[src/rtl/mlcd_pkg.sv]
package mlcd_pkg;

  typedef enum logic [2:0] {
    CMD_HOLD = 3'd0,
    CMD_UPD  = 3'd1,
    CMD_CLR  = 3'd4
  } cmd_e;

  typedef enum logic [1:0] {
    F_MODE,
    F_ADDR,
    F_PIX,
    F_TAIL
  } fld_e;

  // mode byte: command code with polarity bit at position 1
  function automatic logic [7:0] mode_byte(cmd_e c, logic v);
    return {5'd0, c} | {6'd0, v, 1'b0};
  endfunction

  // row index to on-wire address (one-based)
  function automatic logic [7:0] row_code(logic [7:0] r);
    return r + 8'd1;
  endfunction

endpackage

[src/rtl/mlcd_hold_timer.sv]
module mlcd_hold_timer #(
  parameter int unsigned PERIOD = 100_000_000
) (
  input  logic clk,
  input  logic rst_n,
  input  logic run_i,
  output logic tick_o
);
  localparam int CW = $clog2(PERIOD + 1);

  logic [CW-1:0] cnt_q;

  always_ff @(posedge clk) begin
    if (!rst_n) begin
      cnt_q  <= '0;
      tick_o <= 1'b0;
    end else begin
      tick_o <= 1'b0;
      if (!run_i) begin
        cnt_q <= '0;
      end else if (cnt_q == CW'(PERIOD - 1)) begin
        cnt_q  <= '0;
        tick_o <= 1'b1;
      end else begin
        cnt_q <= cnt_q + 1'b1;
      end
    end
  end

  a_r9_tick_needs_run: assert property (@(posedge clk) disable iff (!rst_n)
    tick_o |-> $past(run_i));

endmodule

[src/rtl/mlcd_req_arb.sv]
module mlcd_req_arb
  import mlcd_pkg::*;
#(
  parameter int HEIGHT = 240,
  parameter int ROW_W  = 8
) (
  input  logic             clk,
  input  logic             rst_n,
  input  logic             upd_req_i,
  input  logic [7:0]       upd_a_i,
  input  logic [7:0]       upd_b_i,
  input  logic             clr_req_i,
  input  logic             en_i,
  input  logic             tick_i,
  input  logic             done_i,
  output logic             gnt_o,
  output cmd_e             gnt_cmd_o,
  output logic [ROW_W-1:0] gnt_lo_o,
  output logic [ROW_W-1:0] gnt_hi_o,
  output logic             gnt_vcom_o,
  output logic             disp_en_o
);

  function automatic logic [ROW_W-1:0] clampr(input logic [7:0] x);
    if (x > 8'(HEIGHT - 1)) return ROW_W'(HEIGHT - 1);
    else return x[ROW_W-1:0];
  endfunction

  logic             pend_clr, pend_upd, pend_hold, inflight, vcom_q;
  logic             en_q, tgt_pend, tgt_val, armed, arm_val;
  logic [ROW_W-1:0] lo_q, hi_q;
  logic [ROW_W-1:0] a_c, b_c, rlo, rhi;
  logic             take_clr, take_upd, take_hold, take_any, en_chg;

  always_comb begin
    a_c       = clampr(upd_a_i);
    b_c       = clampr(upd_b_i);
    rlo       = (a_c < b_c) ? a_c : b_c;
    rhi       = (a_c < b_c) ? b_c : a_c;
    en_chg    = en_i != en_q;
    take_clr  = !inflight && pend_clr;
    take_upd  = !inflight && !pend_clr && pend_upd;
    take_hold = !inflight && !pend_clr && !pend_upd && pend_hold;
    take_any  = take_clr || take_upd || take_hold;
  end

  always_ff @(posedge clk) begin
    if (!rst_n) begin
      pend_clr   <= 1'b0;
      pend_upd   <= 1'b0;
      pend_hold  <= 1'b0;
      inflight   <= 1'b0;
      vcom_q     <= 1'b0;
      en_q       <= 1'b0;
      tgt_pend   <= 1'b0;
      tgt_val    <= 1'b0;
      armed      <= 1'b0;
      arm_val    <= 1'b0;
      lo_q       <= '0;
      hi_q       <= '0;
      gnt_o      <= 1'b0;
      gnt_cmd_o  <= CMD_HOLD;
      gnt_lo_o   <= '0;
      gnt_hi_o   <= '0;
      gnt_vcom_o <= 1'b0;
      disp_en_o  <= 1'b0;
    end else begin
      gnt_o <= 1'b0;
      en_q  <= en_i;
      if (tick_i) vcom_q <= ~vcom_q;

      pend_clr  <= (pend_clr && !take_clr) || clr_req_i || en_chg;
      pend_hold <= (pend_hold && !take_hold) || tick_i;

      if (en_chg) begin
        tgt_pend <= 1'b1;
        tgt_val  <= en_i;
      end else if (take_clr) begin
        tgt_pend <= 1'b0;
      end

      if (upd_req_i) begin
        pend_upd <= 1'b1;
        if (pend_upd && !take_upd) begin
          lo_q <= (rlo < lo_q) ? rlo : lo_q;
          hi_q <= (rhi > hi_q) ? rhi : hi_q;
        end else begin
          lo_q <= rlo;
          hi_q <= rhi;
        end
      end else if (take_upd) begin
        pend_upd <= 1'b0;
      end

      if (take_any) begin
        gnt_o      <= 1'b1;
        inflight   <= 1'b1;
        gnt_lo_o   <= lo_q;
        gnt_hi_o   <= hi_q;
        gnt_vcom_o <= vcom_q;
        gnt_cmd_o  <= take_clr ? CMD_CLR : (take_upd ? CMD_UPD : CMD_HOLD);
        if (take_clr) begin
          armed   <= tgt_pend;
          arm_val <= tgt_val;
        end
      end

      if (done_i) begin
        inflight <= 1'b0;
        armed    <= 1'b0;
        if (armed) disp_en_o <= arm_val;
      end
    end
  end

  a_r7_clear_first: assert property (@(posedge clk) disable iff (!rst_n)
    (gnt_o && gnt_cmd_o != CMD_CLR) |-> !$past(pend_clr));

  a_r7_one_in_flight: assert property (@(posedge clk) disable iff (!rst_n)
    gnt_o |-> !$past(inflight));

  a_r8_en_after_done: assert property (@(posedge clk) disable iff (!rst_n)
    (disp_en_o != $past(disp_en_o)) |-> $past(done_i));

endmodule

[src/rtl/mlcd_frame_eng.sv]
module mlcd_frame_eng
  import mlcd_pkg::*;
#(
  parameter int WIDTH  = 400,
  parameter int HEIGHT = 240,
  parameter int ROW_W  = 8,
  parameter int COL_W  = 9
) (
  input  logic             clk,
  input  logic             rst_n,
  input  logic             gnt_i,
  input  cmd_e             cmd_i,
  input  logic [ROW_W-1:0] lo_i,
  input  logic [ROW_W-1:0] hi_i,
  input  logic             vcom_i,
  input  logic             take_i,
  input  logic             rd_pix_i,
  output logic             start_o,
  output logic             bit_o,
  output logic             last_o,
  output logic [ROW_W-1:0] rd_row_o,
  output logic [COL_W-1:0] rd_col_o
);
  localparam int BW = $clog2((WIDTH > 8) ? WIDTH : 8);

  cmd_e             cmd_q;
  fld_e             fld_q;
  logic [BW-1:0]    bidx_q;
  logic [ROW_W-1:0] row_q, hi_q;
  logic             vcom_q;
  logic             fld_end, last_row;
  logic [7:0]       mbyte, abyte;

  always_comb begin
    mbyte    = mode_byte(cmd_q, vcom_q);
    abyte    = row_code(8'(row_q));
    last_row = (row_q == hi_q);
    fld_end  = (fld_q == F_PIX) ? (bidx_q == BW'(WIDTH - 1)) : (bidx_q == BW'(7));
    unique case (fld_q)
      F_MODE:  bit_o = mbyte[bidx_q[2:0]];
      F_ADDR:  bit_o = abyte[bidx_q[2:0]];
      F_PIX:   bit_o = rd_pix_i;
      default: bit_o = 1'b0;
    endcase
    last_o = (fld_q == F_TAIL) && fld_end && ((cmd_q != CMD_UPD) || last_row);
  end

  assign rd_row_o = row_q;
  assign rd_col_o = bidx_q[COL_W-1:0];

  always_ff @(posedge clk) begin
    if (!rst_n) begin
      cmd_q   <= CMD_HOLD;
      fld_q   <= F_MODE;
      bidx_q  <= '0;
      row_q   <= '0;
      hi_q    <= '0;
      vcom_q  <= 1'b0;
      start_o <= 1'b0;
    end else begin
      start_o <= 1'b0;
      if (gnt_i) begin
        cmd_q   <= cmd_i;
        fld_q   <= F_MODE;
        bidx_q  <= '0;
        row_q   <= lo_i;
        hi_q    <= hi_i;
        vcom_q  <= vcom_i;
        start_o <= 1'b1;
      end else if (take_i) begin
        if (!fld_end) begin
          bidx_q <= bidx_q + 1'b1;
        end else begin
          bidx_q <= '0;
          unique case (fld_q)
            F_MODE: fld_q <= (cmd_q == CMD_UPD) ? F_ADDR : F_TAIL;
            F_ADDR: fld_q <= F_PIX;
            F_PIX:  fld_q <= F_TAIL;
            default: begin
              if (cmd_q == CMD_UPD && !last_row) begin
                row_q <= row_q + 1'b1;
                fld_q <= F_ADDR;
              end
            end
          endcase
        end
      end
    end
  end

  a_r4_row_bound: assert property (@(posedge clk) disable iff (!rst_n)
    (fld_q == F_ADDR) |-> (row_q <= hi_q && row_q <= ROW_W'(HEIGHT - 1)));

  a_r5_short_no_addr: assert property (@(posedge clk) disable iff (!rst_n)
    (cmd_q != CMD_UPD) |-> (fld_q == F_MODE || fld_q == F_TAIL));

endmodule

[src/rtl/mlcd_link_pacer.sv]
module mlcd_link_pacer #(
  parameter int HALF = 4
) (
  input  logic clk,
  input  logic rst_n,
  input  logic start_i,
  input  logic bit_i,
  input  logic last_i,
  output logic take_o,
  output logic sclk_o,
  output logic mosi_o,
  output logic cs_o,
  output logic busy_o,
  output logic done_o
);
  localparam int CW   = $clog2(2 * HALF + 1);
  localparam int LMAX = 4 * HALF;
  localparam int LW   = $clog2(LMAX + 1);

  typedef enum logic [1:0] {P_IDLE, P_LOW, P_HIGH, P_GAP} pst_e;

  pst_e          st_q;
  logic [CW-1:0] cnt_q;
  logic [LW-1:0] lowcnt_q;
  logic          last_q, half_end, gap_end;

  always_comb begin
    half_end = (cnt_q == CW'(HALF - 1));
    gap_end  = (cnt_q == CW'(2 * HALF - 1));
    take_o   = (st_q == P_IDLE && start_i) || (st_q == P_HIGH && half_end && !last_q);
  end

  assign busy_o = cs_o;

  always_ff @(posedge clk) begin
    if (!rst_n) begin
      st_q   <= P_IDLE;
      cnt_q  <= '0;
      last_q <= 1'b0;
      sclk_o <= 1'b0;
      mosi_o <= 1'b0;
      cs_o   <= 1'b0;
      done_o <= 1'b0;
    end else begin
      done_o <= 1'b0;
      unique case (st_q)
        P_IDLE: if (start_i) begin
          cs_o   <= 1'b1;
          mosi_o <= bit_i;
          last_q <= last_i;
          cnt_q  <= '0;
          st_q   <= P_LOW;
        end
        P_LOW: if (half_end) begin
          sclk_o <= 1'b1;
          cnt_q  <= '0;
          st_q   <= P_HIGH;
        end else cnt_q <= cnt_q + 1'b1;
        P_HIGH: if (half_end) begin
          sclk_o <= 1'b0;
          cnt_q  <= '0;
          if (last_q) begin
            cs_o   <= 1'b0;
            mosi_o <= 1'b0;
            st_q   <= P_GAP;
          end else begin
            mosi_o <= bit_i;
            last_q <= last_i;
            st_q   <= P_LOW;
          end
        end else cnt_q <= cnt_q + 1'b1;
        default: if (gap_end) begin
          cnt_q  <= '0;
          done_o <= 1'b1;
          st_q   <= P_IDLE;
        end else cnt_q <= cnt_q + 1'b1;
      endcase
    end
  end

  // cycles chip select has been low, saturating
  always_ff @(posedge clk) begin
    if (!rst_n) lowcnt_q <= LW'(LMAX);
    else if (cs_o) lowcnt_q <= '0;
    else if (lowcnt_q != LW'(LMAX)) lowcnt_q <= lowcnt_q + 1'b1;
  end

  a_r10_sclk_in_frame: assert property (@(posedge clk) disable iff (!rst_n)
    sclk_o |-> cs_o);

  a_r10_mosi_stable: assert property (@(posedge clk) disable iff (!rst_n)
    sclk_o |-> $stable(mosi_o));

  a_r10_cs_gap: assert property (@(posedge clk) disable iff (!rst_n)
    $rose(cs_o) |-> (lowcnt_q >= LW'(2 * HALF)));

  a_r11_done_single: assert property (@(posedge clk) disable iff (!rst_n)
    done_o |=> !done_o);

endmodule

[src/rtl/mlcd_link_ctrl.sv]
module mlcd_link_ctrl
  import mlcd_pkg::*;
#(
  parameter int          WIDTH       = 400,
  parameter int          HEIGHT      = 240,
  parameter int          SCLK_HALF   = 4,
  parameter int unsigned HOLD_CYCLES = 100_000_000,
  localparam int         ROW_W       = (HEIGHT > 1) ? $clog2(HEIGHT) : 1,
  localparam int         COL_W       = (WIDTH > 1) ? $clog2(WIDTH) : 1
) (
  input  logic             clk,
  input  logic             rst_n,
  input  logic             hold_en_i,
  input  logic             panel_en_i,
  input  logic             clr_req_i,
  input  logic             upd_req_i,
  input  logic [7:0]       upd_row_a_i,
  input  logic [7:0]       upd_row_b_i,
  output logic [ROW_W-1:0] rd_row_o,
  output logic [COL_W-1:0] rd_col_o,
  input  logic             rd_pix_i,
  output logic             sclk_o,
  output logic             mosi_o,
  output logic             cs_o,
  output logic             disp_en_o,
  output logic             busy_o,
  output logic             done_o
);

  generate
    if (HEIGHT < 1 || HEIGHT > 255) begin : g_bad_height
      $error("HEIGHT must fit the 8-bit one-based row address");
    end
    if (WIDTH < 8 || (WIDTH % 8) != 0) begin : g_bad_width
      $error("WIDTH must be a non-zero multiple of 8");
    end
  endgenerate

  logic             tick, gnt, gnt_vcom, start, ebit, elast, take;
  cmd_e             gnt_cmd;
  logic [ROW_W-1:0] gnt_lo, gnt_hi;

  mlcd_hold_timer #(.PERIOD(HOLD_CYCLES)) u_timer (
    .clk(clk), .rst_n(rst_n), .run_i(hold_en_i), .tick_o(tick)
  );

  mlcd_req_arb #(.HEIGHT(HEIGHT), .ROW_W(ROW_W)) u_arb (
    .clk(clk), .rst_n(rst_n),
    .upd_req_i(upd_req_i), .upd_a_i(upd_row_a_i), .upd_b_i(upd_row_b_i),
    .clr_req_i(clr_req_i), .en_i(panel_en_i), .tick_i(tick), .done_i(done_o),
    .gnt_o(gnt), .gnt_cmd_o(gnt_cmd), .gnt_lo_o(gnt_lo), .gnt_hi_o(gnt_hi),
    .gnt_vcom_o(gnt_vcom), .disp_en_o(disp_en_o)
  );

  mlcd_frame_eng #(.WIDTH(WIDTH), .HEIGHT(HEIGHT), .ROW_W(ROW_W), .COL_W(COL_W)) u_eng (
    .clk(clk), .rst_n(rst_n),
    .gnt_i(gnt), .cmd_i(gnt_cmd), .lo_i(gnt_lo), .hi_i(gnt_hi), .vcom_i(gnt_vcom),
    .take_i(take), .rd_pix_i(rd_pix_i),
    .start_o(start), .bit_o(ebit), .last_o(elast),
    .rd_row_o(rd_row_o), .rd_col_o(rd_col_o)
  );

  mlcd_link_pacer #(.HALF(SCLK_HALF)) u_pacer (
    .clk(clk), .rst_n(rst_n),
    .start_i(start), .bit_i(ebit), .last_i(elast),
    .take_o(take), .sclk_o(sclk_o), .mosi_o(mosi_o), .cs_o(cs_o),
    .busy_o(busy_o), .done_o(done_o)
  );

  a_r11_done_after_frame: assert property (@(posedge clk) disable iff (!rst_n)
    done_o |-> !cs_o);

endmodule

[config.mk]
export PLATFORM = sky130hd
export DESIGN_NAME = mlcd_link_ctrl
export DESIGN_NICKNAME = d
export VERILOG_FILES = /design/src/rtl/mlcd_pkg.sv /design/src/rtl/mlcd_hold_timer.sv /design/src/rtl/mlcd_req_arb.sv /design/src/rtl/mlcd_frame_eng.sv /design/src/rtl/mlcd_link_pacer.sv /design/src/rtl/mlcd_link_ctrl.sv
export SDC_FILE = /design/constraint.sdc
export NUM_CORES = 1
export LEC_CHECK = 0
export ABC_CLOCK_PERIOD_IN_PS = 5500
export BUFFER_PORTS_ARGS = -buffer_cell sky130_fd_sc_hd__buf_2
export CAP_MARGIN = 5
export CORE_MARGIN = 4
export CORE_UTILIZATION = 50
export DETAILED_ROUTE_END_ITERATION = 7
export PLACE_DENSITY = 0.68
export SYNTH_ARGS = -nofsm -noshare
export SYNTH_HDL_FRONTEND = slang
export SYNTH_SLANG_ARGS = --single-unit
export TNS_END_PERCENT = 20
[constraint.sdc]
create_clock -name clk -period 5.5 [get_ports clk]
set_clock_uncertainty 0.1 [all_clocks]
set_input_delay 0.55 -clock clk [delete_from_list [all_inputs] [get_ports clk]]
set_output_delay 0.55 -clock clk [all_outputs]
set_load 0.02 [all_outputs]
Word level (Yosys, flattened, before mapping)
Index checks and enable logic that the tools add are counted.
- add/subtract/negate cells: 4
- $lt $le $gt $ge: 6
- eq/ne operators: 21
- muxes and demuxes: 58
- bitwise operators: 4
- reductions and logical operators: 57
- operator list (operator ; number):
    two-way mux 8 bit ; 13
    adder 27 x 1 -> 27 bit, second input constant ; 1
    equality test 27 bit, second input constant ; 1
    two-way mux 1 bit ; 23
    > comparator 8 bit, second input constant ; 2
    < comparator 8 bit ; 2
    logical AND 1 bit ; 14
    two-way mux 2 bit ; 7
    nonzero test 2 bit ; 7
    two-way mux 4 bit ; 3
    case mux 2 bit (3 select lines) ; 2
    AND reduction 4 bit ; 3
    AND reduction 2 bit ; 5
    adder 9 x 1 -> 9 bit, second input constant ; 1
    equality test 9 x 3 -> 1 bit, second input constant ; 1
    equality test 9 bit, second input constant ; 1
    two-way mux 9 bit ; 1
    AND reduction 3 bit ; 3
    adder 8 x 1 -> 8 bit, second input constant ; 1
    equality test 8 bit ; 1
    > comparator 8 bit ; 1
    logical NOT 1 bit ; 8
    inequality test 2 x 1 -> 1 bit, second input constant ; 4
    case mux 1 bit (2 select lines) ; 4
    22 further kinds ; 41
- bits in registers: 119
- output and inout bits: 23

Depth between registers and ports, before layout
- depth after elaboration: 8
- gate-level depth with buffers: 18

Cells and area by module
Synthesis repeated with hierarchy kept, for this count alone.
- cell total of the unflattened synthesis: 763
- area total of the unflattened synthesis: 6482.5 µm²
- modules (own cells, without submodules) (module ; times used ; cells each ; area an instance (µm²) ; seq. area each (µm²)):
    mlcd_req_arb ; 1 ; 310 ; 2580.0 ; 940.9
    mlcd_frame_eng ; 1 ; 218 ; 1923.1 ; 640.6
    mlcd_hold_timer ; 1 ; 160 ; 1351.3 ; 560.5
    mlcd_link_pacer ; 1 ; 75 ; 628.1 ; 220.2

Worst setup path after synthesis
OpenSTA, ideal clock, no wires.
- path kind: input -> register
- start: input port upd_row_b_i[6]
- end: register u_arb.hi_q[3]
- arrival time: 4.160 ns
- data required time: 5.272 ns
- slack: 1.112 ns
- stages: 16
- buffers on the path: 2
- cells stage by stage: inv_1 nor3_1 nor2_1 ha_1 a2111oi_0 o21ai_1 o22a_1 buf_6 mux2_1 ha_1 a21oi_1 nor2b_1 o41ai_1 buf_2 mux2i_1 nor2_1
- word-level cells in the longest chain between the ends: 7
- elaborated cells on any way between the ends: 9
- ends and longest elaborated chain (element ; RTL line ; source):
    start: declaration ; mlcd_link_ctrl.sv:18 ; input logic [7:0] upd_row_b_i,
    > comparator 8 bit ; mlcd_req_arb.sv:25 ; if (x > 8'(HEIGHT - 1)) return ROW_W'(HEIGHT - 1);
    two-way mux 8 bit (*) ; mlcd_req_arb.sv:25 ;
    < comparator 8 bit ; mlcd_req_arb.sv:39 ; rhi = (a_c < b_c) ? b_c : a_c;
    two-way mux 8 bit (*) ; mlcd_req_arb.sv:39 ;
    via u_arb.rhi[6] ; mlcd_req_arb.sv:32 ; logic [ROW_W-1:0] a_c, b_c, rlo, rhi;
    > comparator 8 bit (*) ; mlcd_req_arb.sv:86 ; hi_q <= (rhi > hi_q) ? rhi : hi_q;
    inequality test 2 bit (no source line) (*) ; -- ;
    AND reduction 2 bit (no source line) (*) ; -- ;
    end signal: assignment ; mlcd_req_arb.sv:86 ;
    end signal: assignment ; mlcd_req_arb.sv:89 ; hi_q <= rhi;
    end: declaration ; mlcd_req_arb.sv:31 ; logic [ROW_W-1:0] lo_q, hi_q;
Mark *: on every way through the listed nets, which the timed path passes. The rest lies on a longest branch. The select of a mux whose other input is x is not followed.
A chain may end at the register's enable or synchronous reset.

Worst setup path after layout
Same ends and word-level chain as after synthesis.

==> out/qor.txt <==
CLOCKING
------------------------------------------------------------------------------------------------------
Skew-Pair Late Insertion Delay ..........................................................       410 ps
Number of buffers on the longest clock path .............................................            2
Hold buffers post-CTS ...................................................................            0
Sink count of the clock tree ............................................................          117
Clock transition at the register clock pins on the worst setup and hold paths after CTS .        50 ps
Number of gates resized after CTS .......................................................            0
Number of buffers inserted to repair setup after CTS ....................................            0
TritonCTS clock tree ....................................................................          yes
Level count of the clock H-tree .........................................................            4
Clock tree root buffer cell ............................................................. sky130_fd_sc_hd__clkbuf_16
Inserted Clock Buffers ..................................................................           17

FLOW RUN
------------------------------------------------------------------------------------------------------
Max-Cap Viols ...........................................................................            0

FINISH
------------------------------------------------------------------------------------------------------
Area of combinational cells with multiple inputs ........................................    3400 um^2
Share of post-route cells with drive strength above 1 ...................................        0.119
Inserted Diodes .........................................................................            0
Combined flip-flop and latch cell area ..................................................    2340 um^2
Utilization after layout ................................................................        0.595
Most common cell after layout, fill and taps aside ...................................... sky130_fd_sc_hd__dfxtp_1
Leading cell types in the layout, fill and taps excluded ................................ sky130_fd_sc_hd__dfxtp_1 (117), sky130_fd_sc_hd__nor2_1 (93), sky130_fd_sc_hd__nand2_1 (67), sky130_fd_sc_hd__a21oi_1 (54), sky130_fd_sc_hd__buf_2 (45)
NumNets Final ...........................................................................          796
Synth-to-Final Area Change ..............................................................        14.9%
Fin area ................................................................................    6880 um^2
Final-layout fill cell count ............................................................         1041

CRITICAL PATH
------------------------------------------------------------------------------------------------------
Crit Path Class .........................................................................       in2reg
Kind of start point of the critical path ................................................ primary input
Data required time of the critical path .................................................      5670 ps
WP data arrival .........................................................................      4660 ps
R2r setup slk ...........................................................................      2860 ps
Endpoint class of the critical path .....................................................    flip-flop
Critical Path Fanout Max ................................................................           10

TIMING
------------------------------------------------------------------------------------------------------
Relative slew margins ...................................................................        0.308
Count of pins over their slew limit .....................................................            0
Shortest clock period the worst path allows after layout ................................      4490 ps
Part of the cycle the worst path needs ..................................................        0.817
Endpoints failing setup .................................................................            0
Transition time at the pin with the least slew margin ...................................      1030 ps
Total negative setup slack ..............................................................         0 ps
Post-route worst hold slack .............................................................       276 ps
Top achievable clock speed ..............................................................    0.223 GHz
Unrepaired setup endpoints after global routing .........................................           no
Final number of hold-violating endpoints ................................................            0

SYNTH
------------------------------------------------------------------------------------------------------
Cells after synthesis ...................................................................          698
Number of synthesis warnings ............................................................            0
Sequential fraction of the synthesis area ...............................................        0.391
Mean cell area of the mapped netlist ....................................................    8.58 um^2
Number of distinct library cells after synthesis ........................................           64
Fraction of registers with async set or reset after synthesis ...........................            0
Ys flop type ............................................................................ sky130_fd_sc_hd__dfxtp_1
Count of flip-flops with a built-in enable after synthesis ..............................            0
Area of the mapped netlist ..............................................................    5990 um^2
Flip-flop and latch count after synthesis ...............................................          117
Syn nets ................................................................................          757

STATUS
------------------------------------------------------------------------------------------------------
Status .................................................................................. finished, final reports clean

PLACEMENT
------------------------------------------------------------------------------------------------------
Area after DPL ..........................................................................    6300 um^2
Gp weighted congestion ..................................................................        0.919
Final HPWL from detailed placement ......................................................      9170 um
Count of buffers from port buffering ....................................................           45

ROUTE
------------------------------------------------------------------------------------------------------
Remaining DRCs ..........................................................................            0
Number of nets still failing antenna checks after routing ...............................            0
DR vias/cell ............................................................................         5.51
Number of vias after detailed routing ...................................................         4916
Routed Wire Length ......................................................................     12600 um
DR pass1 iterations .....................................................................            5
Number of DRC markers in iteration 0 ....................................................          268
Average routed wire per standard cell ...................................................      14.1 um

PWR
------------------------------------------------------------------------------------------------------
Clock share of power ....................................................................        0.448
Combinational share of power ............................................................        0.158
Switching Fraction ......................................................................        0.269
Net Sw Power ............................................................................       642 uW
Standby leakage power ...................................................................      2.72 nW
Internal ................................................................................      1.74 mW
Register share of total power ...........................................................        0.394
VDD IR max ..............................................................................   0.000179 V
Total power divided by cell area ........................................................  347 nW/um^2

FLOORPLAN
------------------------------------------------------------------------------------------------------
Die Outline Area ........................................................................   13800 um^2
Cell Rows ...............................................................................           39
Boundary Pins ...........................................................................           46
Height of the die .......................................................................       117 um
Die boundary width ......................................................................       117 um
Area of the core region .................................................................   11600 um^2
Initial cell density of the core ........................................................        0.518

HOLD PATH
------------------------------------------------------------------------------------------------------
Class of the tightest hold or removal check .............................................       in2reg

GLOBAL ROUTING
------------------------------------------------------------------------------------------------------
Vias in the first global route ..........................................................         4731
Grt ovf .................................................................................            0
GR Util All Layers ......................................................................        0.189
Largest net degree at the start of global routing .......................................           66
First-pass GRT wire length ..............................................................     22000 um
Antenna violations before repair ........................................................            0

==> Yosys cell counts (4+ instances only) <==
cell                         n  share of area
sky130_fd_sc_hd__a211oi_1   12          0.015
sky130_fd_sc_hd__a21oi_1    54          0.045
sky130_fd_sc_hd__a311oi_1    4         0.0059
sky130_fd_sc_hd__and2_1      5         0.0052
sky130_fd_sc_hd__and3_1      9         0.0094
sky130_fd_sc_hd__and4_1      5         0.0073
sky130_fd_sc_hd__buf_1       4         0.0025
sky130_fd_sc_hd__clkbuf_1   18          0.011
sky130_fd_sc_hd__dfxtp_1   117           0.39
sky130_fd_sc_hd__ha_1       36          0.075
sky130_fd_sc_hd__inv_1      35          0.022
sky130_fd_sc_hd__mux2i_1    31          0.052
sky130_fd_sc_hd__nand2_1    67          0.042
sky130_fd_sc_hd__nand2b_1    6         0.0063
sky130_fd_sc_hd__nand3_1    22          0.018
sky130_fd_sc_hd__nand4_1    11          0.011
sky130_fd_sc_hd__nor2_1     93          0.058
sky130_fd_sc_hd__nor2b_1     7         0.0073
sky130_fd_sc_hd__nor3_1     13          0.011
sky130_fd_sc_hd__nor4_1      4         0.0042
sky130_fd_sc_hd__o211ai_1    5         0.0063
sky130_fd_sc_hd__o21ai_0    21          0.018
sky130_fd_sc_hd__o41ai_1     4         0.0059
sky130_fd_sc_hd__xnor2_1    28          0.041
sky130_fd_sc_hd__xor2_1     28          0.041
==> worst paths after layout <==
kind / cells past startpoint / endpoint / startpoint
setup / recovery: 16 / u_arb.hi_q[3] / upd_row_b_i[6]
hold / removal: 3 / u_timer.tick_o / hold_en_i
setup reg to reg: 5 / u_timer.cnt_q[9] / u_timer.cnt_q[2]
hold reg to reg: 1 / u_timer.cnt_q[0] / u_timer.cnt_q[0]
==> flip-flops by register name (all words and copies together) (netlist names), 2 cells and up <==
register / count
u_timer.cnt_q: 27
u_eng.rd_col_o: 9
u_arb.gnt_hi_o: 8
u_arb.gnt_lo_o: 8
u_arb.hi_q: 8
u_arb.lo_q: 8
u_eng.hi_q: 8
u_eng.rd_row_o: 8
u_pacer.cnt_q: 4
u_arb.gnt_cmd_o: 2
u_eng.cmd_q: 2
u_eng.fld_q: 2
u_pacer.st_q: 2
==> cells by family (layout without fill, tap and decap cells) <==
kind of cell	after synthesis	after routing	share of synthesized area
compound gates	130	130	0.139
mux	39	39	0.0694
buf+inv	63	114	0.0420
flops	117	117	0.391
simple gates	257	257	0.201
fa+ha+maj	36	36	0.0752
xor+xnor	56	56	0.0819
==> cell type report <==
cell class	count	area share
clock buffers	24	0.0701
clock inverters	7	0.0142
inverters	36	0.0197
multi-input cells	518	0.495
flip-flops and latches	117	0.341
well taps	143	0.0260
repair buffers	47	0.0349
==> per-layer routing <==
metal / share of wire / GRT usage
met5: 0 / 0
met4: 0.014 / 0.0616
met3: 0.038 / 0.0573
met2: 0.48 / 0.305
met1: 0.47 / 0.244
==> power groups by stage <==
stage / logic (mW) / registers (mW) / clock network [mW]
final: 0.378 / 0.939 / 1.07
after floorplan: 0.292 / 0.947 / 0
after CTS: 0.379 / 0.939 / 1.09
after detailed placement: 0.375 / 0.957 / 0
after global placement: 0.361 / 0.955 / 0
after global routing: 0.429 / 0.947 / 1.13
==> through the flow <==
stage                     setup slack [ps]  instances  total power, mW
after floorplan                       1110        698             1.24
after global placement                 790        861             1.32
after detailed placement               575        861             1.33
after CTS                              998        892             2.41
final                                 1010        892             2.38
after global routing                   680        892             2.51
==> worst max-delay path: stages <==
cell and delay, ps:
sky130_fd_sc_hd__buf_2 110, sky130_fd_sc_hd__inv_1 60, sky130_fd_sc_hd__nor3_1 390, sky130_fd_sc_hd__nor2_1 130, sky130_fd_sc_hd__ha_1 310, sky130_fd_sc_hd__a2111oi_0 370, sky130_fd_sc_hd__o21ai_1 200, sky130_fd_sc_hd__o22a_1 450
sky130_fd_sc_hd__mux2_1 420, sky130_fd_sc_hd__ha_1 300, sky130_fd_sc_hd__a21oi_1 160, sky130_fd_sc_hd__nor2b_1 70, sky130_fd_sc_hd__o41ai_2 600, sky130_fd_sc_hd__buf_4 260, sky130_fd_sc_hd__mux2i_1 190, sky130_fd_sc_hd__nor2_1 50
No activity file was read; power rests on OpenSTA's default activity.
